`src/rtl/digit_seq_pkg.sv`:
```
package digit_seq_pkg;

  localparam int SEG_W = 7;

  // Active-low glyph for the letter E (segments a, d, e, f and g lit).
  localparam logic [SEG_W-1:0] GLYPH_E = 7'b0000110;

  // Converts a 4-bit value to an active-low {g,f,e,d,c,b,a} pattern.
  // Values 10 to 15 map to E.
  function automatic logic [SEG_W-1:0] seg_of(input logic [3:0] v);
    case (v)
      4'd0:    return 7'b1000000;
      4'd1:    return 7'b1111001;
      4'd2:    return 7'b0100100;
      4'd3:    return 7'b0110000;
      4'd4:    return 7'b0011001;
      4'd5:    return 7'b0010010;
      4'd6:    return 7'b0000010;
      4'd7:    return 7'b1111000;
      4'd8:    return 7'b0000000;
      4'd9:    return 7'b0010000;
      default: return GLYPH_E;
    endcase
  endfunction

endpackage

```
`src/rtl/digit_seq_ctrl.sv`:
```
module digit_seq_ctrl #(
  parameter int N_DIG = 9,
  parameter int IDX_W = $clog2(N_DIG)
) (
  input  logic             clk,
  input  logic             resetn,
  input  logic             adv,
  output logic [IDX_W-1:0] idx_q,
  output logic [IDX_W-1:0] succ,
  output logic             legal
);

  localparam logic [IDX_W-1:0] LAST = IDX_W'(N_DIG - 1);

  logic [IDX_W-1:0] idx_d;

  // A position code is legal only if it indexes one of the N_DIG digits.
  assign legal = (idx_q <= LAST);

  // The successor of the last position, or of an illegal code, is position 1.
  assign succ = (idx_q >= LAST) ? '0 : idx_q + 1'b1;

  always_comb begin
    if (!legal)   idx_d = '0;
    else if (adv) idx_d = succ;
    else          idx_d = idx_q;
  end

  always_ff @(posedge clk or negedge resetn) begin
    if (!resetn) idx_q <= '0;
    else         idx_q <= idx_d;
  end

endmodule

```
`src/rtl/digit_seq_pick.sv`:
```
module digit_seq_pick #(
  parameter int                 N_DIG  = 9,
  parameter int                 IDX_W  = $clog2(N_DIG),
  parameter bit                 MEALY  = 1'b0,
  parameter logic [4*N_DIG-1:0] DIGITS = 36'h924534005
) (
  input  logic [IDX_W-1:0] idx_q,
  input  logic [IDX_W-1:0] succ,
  input  logic             adv,
  output logic [3:0]       value
);

  // Returns the digit stored at position index i. An index outside the
  // list returns 15, which the decoder shows as E.
  function automatic logic [3:0] digit_at(input logic [IDX_W-1:0] i);
    logic [3:0] r;
    r = 4'hF;
    for (int k = 0; k < N_DIG; k++)
      if (i == IDX_W'(k)) r = DIGITS[4*k +: 4];
    return r;
  endfunction

  logic [IDX_W-1:0] sel;

  generate
    if (MEALY) begin : g_mealy
      assign sel = adv ? succ : idx_q;
    end else begin : g_moore
      assign sel = idx_q;
    end
  endgenerate

  assign value = digit_at(sel);

endmodule

```
`src/rtl/digit_seq_seg.sv`:
```
module digit_seq_seg
  import digit_seq_pkg::*;
(
  input  logic [3:0]       value,
  input  logic             force_e,
  output logic [SEG_W-1:0] seg
);

  assign seg = force_e ? GLYPH_E : seg_of(value);

endmodule

```
`src/rtl/digit_seq_display.sv`:
```
module digit_seq_display
  import digit_seq_pkg::*;
#(
  parameter int                 N_DIG  = 9,
  parameter bit                 MEALY  = 1'b0,
  parameter logic [4*N_DIG-1:0] DIGITS = 36'h924534005
) (
  input  logic             clk,
  input  logic             resetn,
  input  logic             data_in,
  output logic [SEG_W-1:0] state_seg,
  output logic [SEG_W-1:0] digit_seg,
  output logic [N_DIG-1:0] led
);

  localparam int IDX_W = (N_DIG > 1) ? $clog2(N_DIG) : 1;

  logic [IDX_W-1:0] idx_q;
  logic [IDX_W-1:0] succ;
  logic             legal;
  logic [3:0]       dig_val;
  logic [3:0]       pos_num;

  digit_seq_ctrl #(.N_DIG(N_DIG), .IDX_W(IDX_W)) u_ctrl (
    .clk(clk), .resetn(resetn), .adv(data_in),
    .idx_q(idx_q), .succ(succ), .legal(legal)
  );

  digit_seq_pick #(.N_DIG(N_DIG), .IDX_W(IDX_W), .MEALY(MEALY),
                   .DIGITS(DIGITS)) u_pick (
    .idx_q(idx_q), .succ(succ), .adv(data_in), .value(dig_val)
  );

  // The position number is the index plus one.
  assign pos_num = 4'(idx_q) + 4'd1;

  digit_seq_seg u_seg_state (.value(pos_num), .force_e(!legal), .seg(state_seg));
  digit_seq_seg u_seg_digit (.value(dig_val), .force_e(!legal), .seg(digit_seg));

  generate
    for (genvar k = 0; k < N_DIG; k++) begin : g_led
      assign led[k] = (idx_q == IDX_W'(k));
    end
  endgenerate

endmodule

```
`config.mk`:
```
export PLATFORM = sky130hd
export DESIGN_NAME = digit_seq_display
export DESIGN_NICKNAME = d
export VERILOG_FILES = /design/src/rtl/digit_seq_pkg.sv /design/src/rtl/digit_seq_ctrl.sv /design/src/rtl/digit_seq_pick.sv /design/src/rtl/digit_seq_seg.sv /design/src/rtl/digit_seq_display.sv
export SDC_FILE = /design/constraint.sdc
export NUM_CORES = 1
export LEC_CHECK = 0
export ABC_AREA = 1
export BUFFER_PORTS_ARGS = -buffer_cell sky130_fd_sc_hd__buf_2
export CORE_MARGIN = 10
export CORE_UTILIZATION = 23
export CTS_CLUSTER_DIAMETER = 120
export CTS_CLUSTER_SIZE = 28
export DETAILED_ROUTE_END_ITERATION = 8
export PLACE_DENSITY = 0.39
export SLEW_MARGIN = 10
export SYNTH_ARGS = -nofsm -noshare
export SYNTH_HDL_FRONTEND = slang
export SYNTH_SLANG_ARGS = --single-unit
```
`constraint.sdc`:
```
create_clock -name clk -period 2.8 [get_ports clk]
set_input_delay 0.42 -clock clk [delete_from_list [all_inputs] [get_ports clk]]
set_output_delay 0.42 -clock clk [all_outputs]
set_load 0.005 [all_outputs]
```
==> metrics.txt <==
# TYPE chip_impl_metric gauge
chip_impl_metric{name="synth-seq-area-share",unit="%"} 13.61
chip_impl_metric{name="place.detailed.instances",unit=""} 191
chip_impl_metric{name="slowest_cell_delay_on_critical_path",unit="ns"} 0.44
chip_impl_metric{name="floorplan.die.width",unit="um"} 76.56
chip_impl_metric{name="vdd_ir_drop_max",unit="mV"} 0.3660
chip_impl_metric{name="syn_area",unit="sq um"} 735.7
chip_impl_info{name="cts_root_buf",value="sky130_fd_sc_hd__clkbuf_4"} 1
chip_impl_metric{name="clock.fmax",unit="GHz"} 0.3839
chip_impl_metric{name="grt_antenna_before_repair",unit=""} 0
chip_impl_metric{name="area_delta_synth_final",unit="%"} 33.67
chip_impl_metric{name="period_share",unit="%"} 93.03
chip_impl_metric{name="cp_max_fo",unit=""} 6
chip_impl_metric{name="antenna-diode-count",unit=""} 0
chip_impl_metric{name="die_area",unit="sq um"} 5861
chip_impl_info{name="register_with_the_highest_flop_count",value="u_ctrl.idx_q"} 1
chip_impl_metric{name="leakagePower",unit="nW"} 0.5811
chip_impl_metric{name="finalHoldWorstSlack",unit="ns"} 0.3838
chip_impl_metric{name="wl_per_cell",unit="um"} 10.82
chip_impl_metric{name="max_cap_violation_count",unit=""} 0
chip_impl_info{name="ys_top_cells_by_area",value="sky130_fd_sc_hd__ha_1 (19%), sky130_fd_sc_hd__inv_1 (14%), sky130_fd_sc_hd__dfrtp_1 (14%), sky130_fd_sc_hd__nand2_1 (13%), sky130_fd_sc_hd__nor2_1 (9.2%)"} 1
chip_impl_metric{name="drc_violation_total_after_the_first_tritonroute_iteration",unit=""} 20
chip_impl_metric{name="layout.nets",unit=""} 169
chip_impl_metric{name="grt_start_max_net_pins",unit=""} 11
chip_impl_metric{name="synth_area_per_cell",unit="sq um"} 6.030
chip_impl_info{name="critical_path.startpoint_type",value="flip-flop"} 1
chip_impl_metric{name="route.detailed.drc",unit=""} 0
chip_impl_metric{name="detailedPlace.worstSlack",unit="ns"} 0.2163
chip_impl_info{name="tritoncts",value="built"} 1
chip_impl_metric{name="htree_levels",unit=""} 1
chip_impl_metric{name="synth.net_count",unit=""} 136
chip_impl_metric{name="largest_register_ffs",unit=""} 4
chip_impl_metric{name="timing.slew.headroom",unit="%"} 75.69
chip_impl_metric{name="io_pins",unit=""} 26
chip_impl_metric{name="dp_hpwl",unit="um"} 1854
chip_impl_info{name="grt_setup_unrepaired",value="no"} 1
chip_impl_metric{name="viasPerCell",unit=""} 4.188
chip_impl_metric{name="via_count",unit=""} 825
chip_impl_info{name="critical-path-slowest-cell",value="sky130_fd_sc_hd__dfrtp_1"} 1
chip_impl_info{name="timing.critical_path.max_delay_family",value="simple AND/OR/NAND/NOR gates"} 1
chip_impl_metric{name="share_seq_of_total_power",unit="%"} 9.1
chip_impl_metric{name="drtAntennaViolNets",unit=""} 0
chip_impl_metric{name="postLayoutCellArea",unit="sq um"} 983.4
chip_impl_metric{name="clock_power_share",unit="%"} 5.2
chip_impl_metric{name="cts_inserted_buffers",unit=""} 3
chip_impl_info{name="worstReg2RegStart",value="u_ctrl.idx_q[1]"} 1
chip_impl_metric{name="flops_latches_synth",unit=""} 4
chip_impl_metric{name="power.density_cell_area",unit="nW/um^2"} 1429
chip_impl_metric{name="synth_top_cell_area_share",unit="%"} 18.71
chip_impl_metric{name="tightest_slew",unit="ns"} 0.3626
chip_impl_metric{name="initial_core_util",unit="%"} 24.10
chip_impl_metric{name="floorplan.die.height",unit="um"} 76.56
chip_impl_info{name="worst_setup_path_end_kind",value="output port"} 1
chip_impl_metric{name="final_layout_size_suffix_gt1_share",unit="%"} 30.72
chip_impl_metric{name="fin_skew",unit="ns"} 0.001859
chip_impl_metric{name="design.core.area",unit="sq um"} 3053
chip_impl_metric{name="netSwitchingFraction",unit="%"} 55.91
chip_impl_metric{name="slew_viol_final",unit=""} 0
chip_impl_metric{name="power.internal",unit="mW"} 0.6195
chip_impl_metric{name="power.combinational.fraction",unit="%"} 85.7
chip_impl_metric{name="final-setup-viol-count",unit=""} 0
chip_impl_info{name="min_from",value="data_in"} 1
chip_impl_metric{name="clock_slew_at_reported_path_ffs",unit="ns"} 0.04
chip_impl_info{name="worstSetupPathType",value="reg2out"} 1
chip_impl_metric{name="timing.critical_path.buf_inv",unit=""} 4
chip_impl_info{name="status",value="finished clean"} 1
chip_impl_metric{name="arrival",unit="ns"} 2.18
chip_impl_metric{name="number_of_i_o_port_buffers",unit=""} 25
chip_impl_metric{name="synthesized_instance_count",unit=""} 122
chip_impl_info{name="cp-startpoint",value="u_ctrl.idx_q[0]"} 1
chip_impl_metric{name="cts_num_sinks",unit=""} 4
chip_impl_metric{name="wire_length_of_the_first_global_routing_pass",unit="um"} 3767
chip_impl_metric{name="routed_wirelength",unit="um"} 2132
chip_impl_metric{name="placementRows",unit=""} 20
chip_impl_metric{name="gr-usage-all-layers",unit="%"} 7.490
chip_impl_info{name="critical_path.cell_chain",value="inv_2 > ha_2 > inv_1 > a31oi_2 > nand2_1 > nand2_2 > inv_1 > ha_1 > nand3b_1 > nand2_1 > nor2_1 > buf_2"} 1
chip_impl_metric{name="detailedRoute.firstPassIterationCount",unit=""} 4
chip_impl_info{name="commonest_cells_after_routing_fill_and_taps_aside",value="sky130_fd_sc_hd__inv_1 (25), sky130_fd_sc_hd__buf_2 (25), sky130_fd_sc_hd__nand2_1 (24), sky130_fd_sc_hd__nor2_1 (18), sky130_fd_sc_hd__ha_1 (9)"} 1
chip_impl_metric{name="n_fill_cell",unit=""} 358
chip_impl_metric{name="tns",unit="ns"} 0
chip_impl_metric{name="ys_warn_count",unit=""} 0
chip_impl_metric{name="finish.cell_count_without_fillers",unit=""} 197
chip_impl_metric{name="worst-endpoint-required",unit="ns"} 2.38
chip_impl_info{name="reg_top3",value="u_ctrl.idx_q (4)"} 1
chip_impl_metric{name="gp_congestion",unit=""} 0.8016
chip_impl_metric{name="place_area",unit="sq um"} 915.9
chip_impl_metric{name="reported_net_switching_power",unit="mW"} 0.7855
chip_impl_metric{name="first_global_vias",unit=""} 851
chip_impl_info{name="yosysTopAreaCell",value="sky130_fd_sc_hd__ha_1"} 1
chip_impl_metric{name="cts_max_path_bufs",unit=""} 2
chip_impl_metric{name="finalHoldViolCount",unit=""} 0
chip_impl_info{name="min-delay-path-class",value="in2reg"} 1
chip_impl_metric{name="grt.overflow.total",unit=""} 0
chip_impl_metric{name="postLayoutSetupSlackWorst",unit="ns"} 0.1951
chip_impl_metric{name="worstSkewPairLatency",unit="ns"} 0.24
chip_impl_metric{name="ys_types",unit=""} 21
chip_impl_metric{name="period_minus_slack",unit="ns"} 2.605
==> path summary, 6_finish.rpt <==
path	end	slack [ns]	cells after the start
max	digit_seg[5]	0.20	12
min	u_ctrl.idx_q[3]	0.38	2
max reg2reg	u_ctrl.idx_q[1]	1.25	8
min reg2reg	u_ctrl.idx_q[0]	0.70	3
max in group asynchronous	u_ctrl.idx_q[1]	2.18	2
min in group asynchronous	u_ctrl.idx_q[3]	0.51	2
==> area by class of cell <==
class,instances,area (sq um),area share (%)
multi-input combinational,89,546.8,55.60
tap,44,55.05,5.598
clock buffer,3,22.52,2.290
inverter,29,108.9,11.07
sequential,4,100.1,10.18
timing repair buffer,28,150.1,15.27
==> cells by family (layout without fill, tap and decap cells) <==
group	count (synthesis)	in the layout	share of synthesized area (%)
buffers and inverters	29	60	14.80
and+or+nand+nor	62	62	39.97
adders and majority gates	11	11	18.71
DFF	4	4	13.61
AOI/OAI and AO/OA	16	16	12.93
==> worst register-to-register path, stage by stage, from the launching register on <==
cell                      delay (ns)
sky130_fd_sc_hd__dfrtp_1        0.44
sky130_fd_sc_hd__inv_2          0.13
sky130_fd_sc_hd__ha_1           0.15
sky130_fd_sc_hd__inv_1          0.10
sky130_fd_sc_hd__nor3_4         0.17
sky130_fd_sc_hd__inv_1          0.12
sky130_fd_sc_hd__nand2_1        0.14
sky130_fd_sc_hd__nand2_1        0.08
sky130_fd_sc_hd__o22ai_1        0.13
==> metrics by stage <==
step / total power [mW] / util (%)
global placement: 1.344 / 30.00
finish: 1.405 / 32.21
global route: 1.617 / 32.21
CTS: 1.414 / 31.27
floorplan: 0.8826 / -
detailed placement: 1.327 / 30.00
==> power groups by stage <==
stage          Clock (mW)  Combinational (mW)  Sequential (mW)
6_report           0.0726                1.20            0.128
5_1_grt            0.0779                1.41            0.133
4_1_cts            0.0759                1.21            0.124
3_5_place_dp            0                1.20            0.124
3_3_place_gp            0                1.22            0.123
2_1_floorplan           0               0.771            0.112
==> per-layer routing <==
layer | global-route usage (%) | vias to the layer above | share of wire (%)
met1 | 8.626 | 366 | 47
met2 | 13.44 | 14 | 50
met3 | 1.179 | 2 | 2.2
met5 | 0 | - | 0
met4 | 2.788 | 0 | 0.80
li1 | - | 443 | -
==> synth_stat cells <==
cell                       number
sky130_fd_sc_hd__nand3b_1       1
sky130_fd_sc_hd__o211ai_1       3
sky130_fd_sc_hd__ha_1          11
sky130_fd_sc_hd__nor3_2         2
sky130_fd_sc_hd__nand2_2        2
sky130_fd_sc_hd__o21ai_1        1
sky130_fd_sc_hd__nor2_2         2
sky130_fd_sc_hd__nand3_1        8
sky130_fd_sc_hd__nor2_4         1
sky130_fd_sc_hd__dfrtp_1        4
sky130_fd_sc_hd__o22ai_1        3
sky130_fd_sc_hd__a21oi_1        2
sky130_fd_sc_hd__inv_1         27
sky130_fd_sc_hd__nand4_1        1
sky130_fd_sc_hd__o21ai_0        5
sky130_fd_sc_hd__a31oi_1        1
sky130_fd_sc_hd__inv_2          2
sky130_fd_sc_hd__nor2_1        18
sky130_fd_sc_hd__nand2_1       25
sky130_fd_sc_hd__nand2_4        2
sky130_fd_sc_hd__a211oi_1       1
==> what timing repair did <==
item / in CTS / in global routing
hold endpoints to repair: 4 / 0
buffers inserted: 0 / 2
resized for setup: 1 / 6
cloned: 0 / 0
setup endpoints to repair: 2 / 5
pin swaps: 0 / 0
hold buffers: 1 / 0
(Power assumes the default switching activity.)
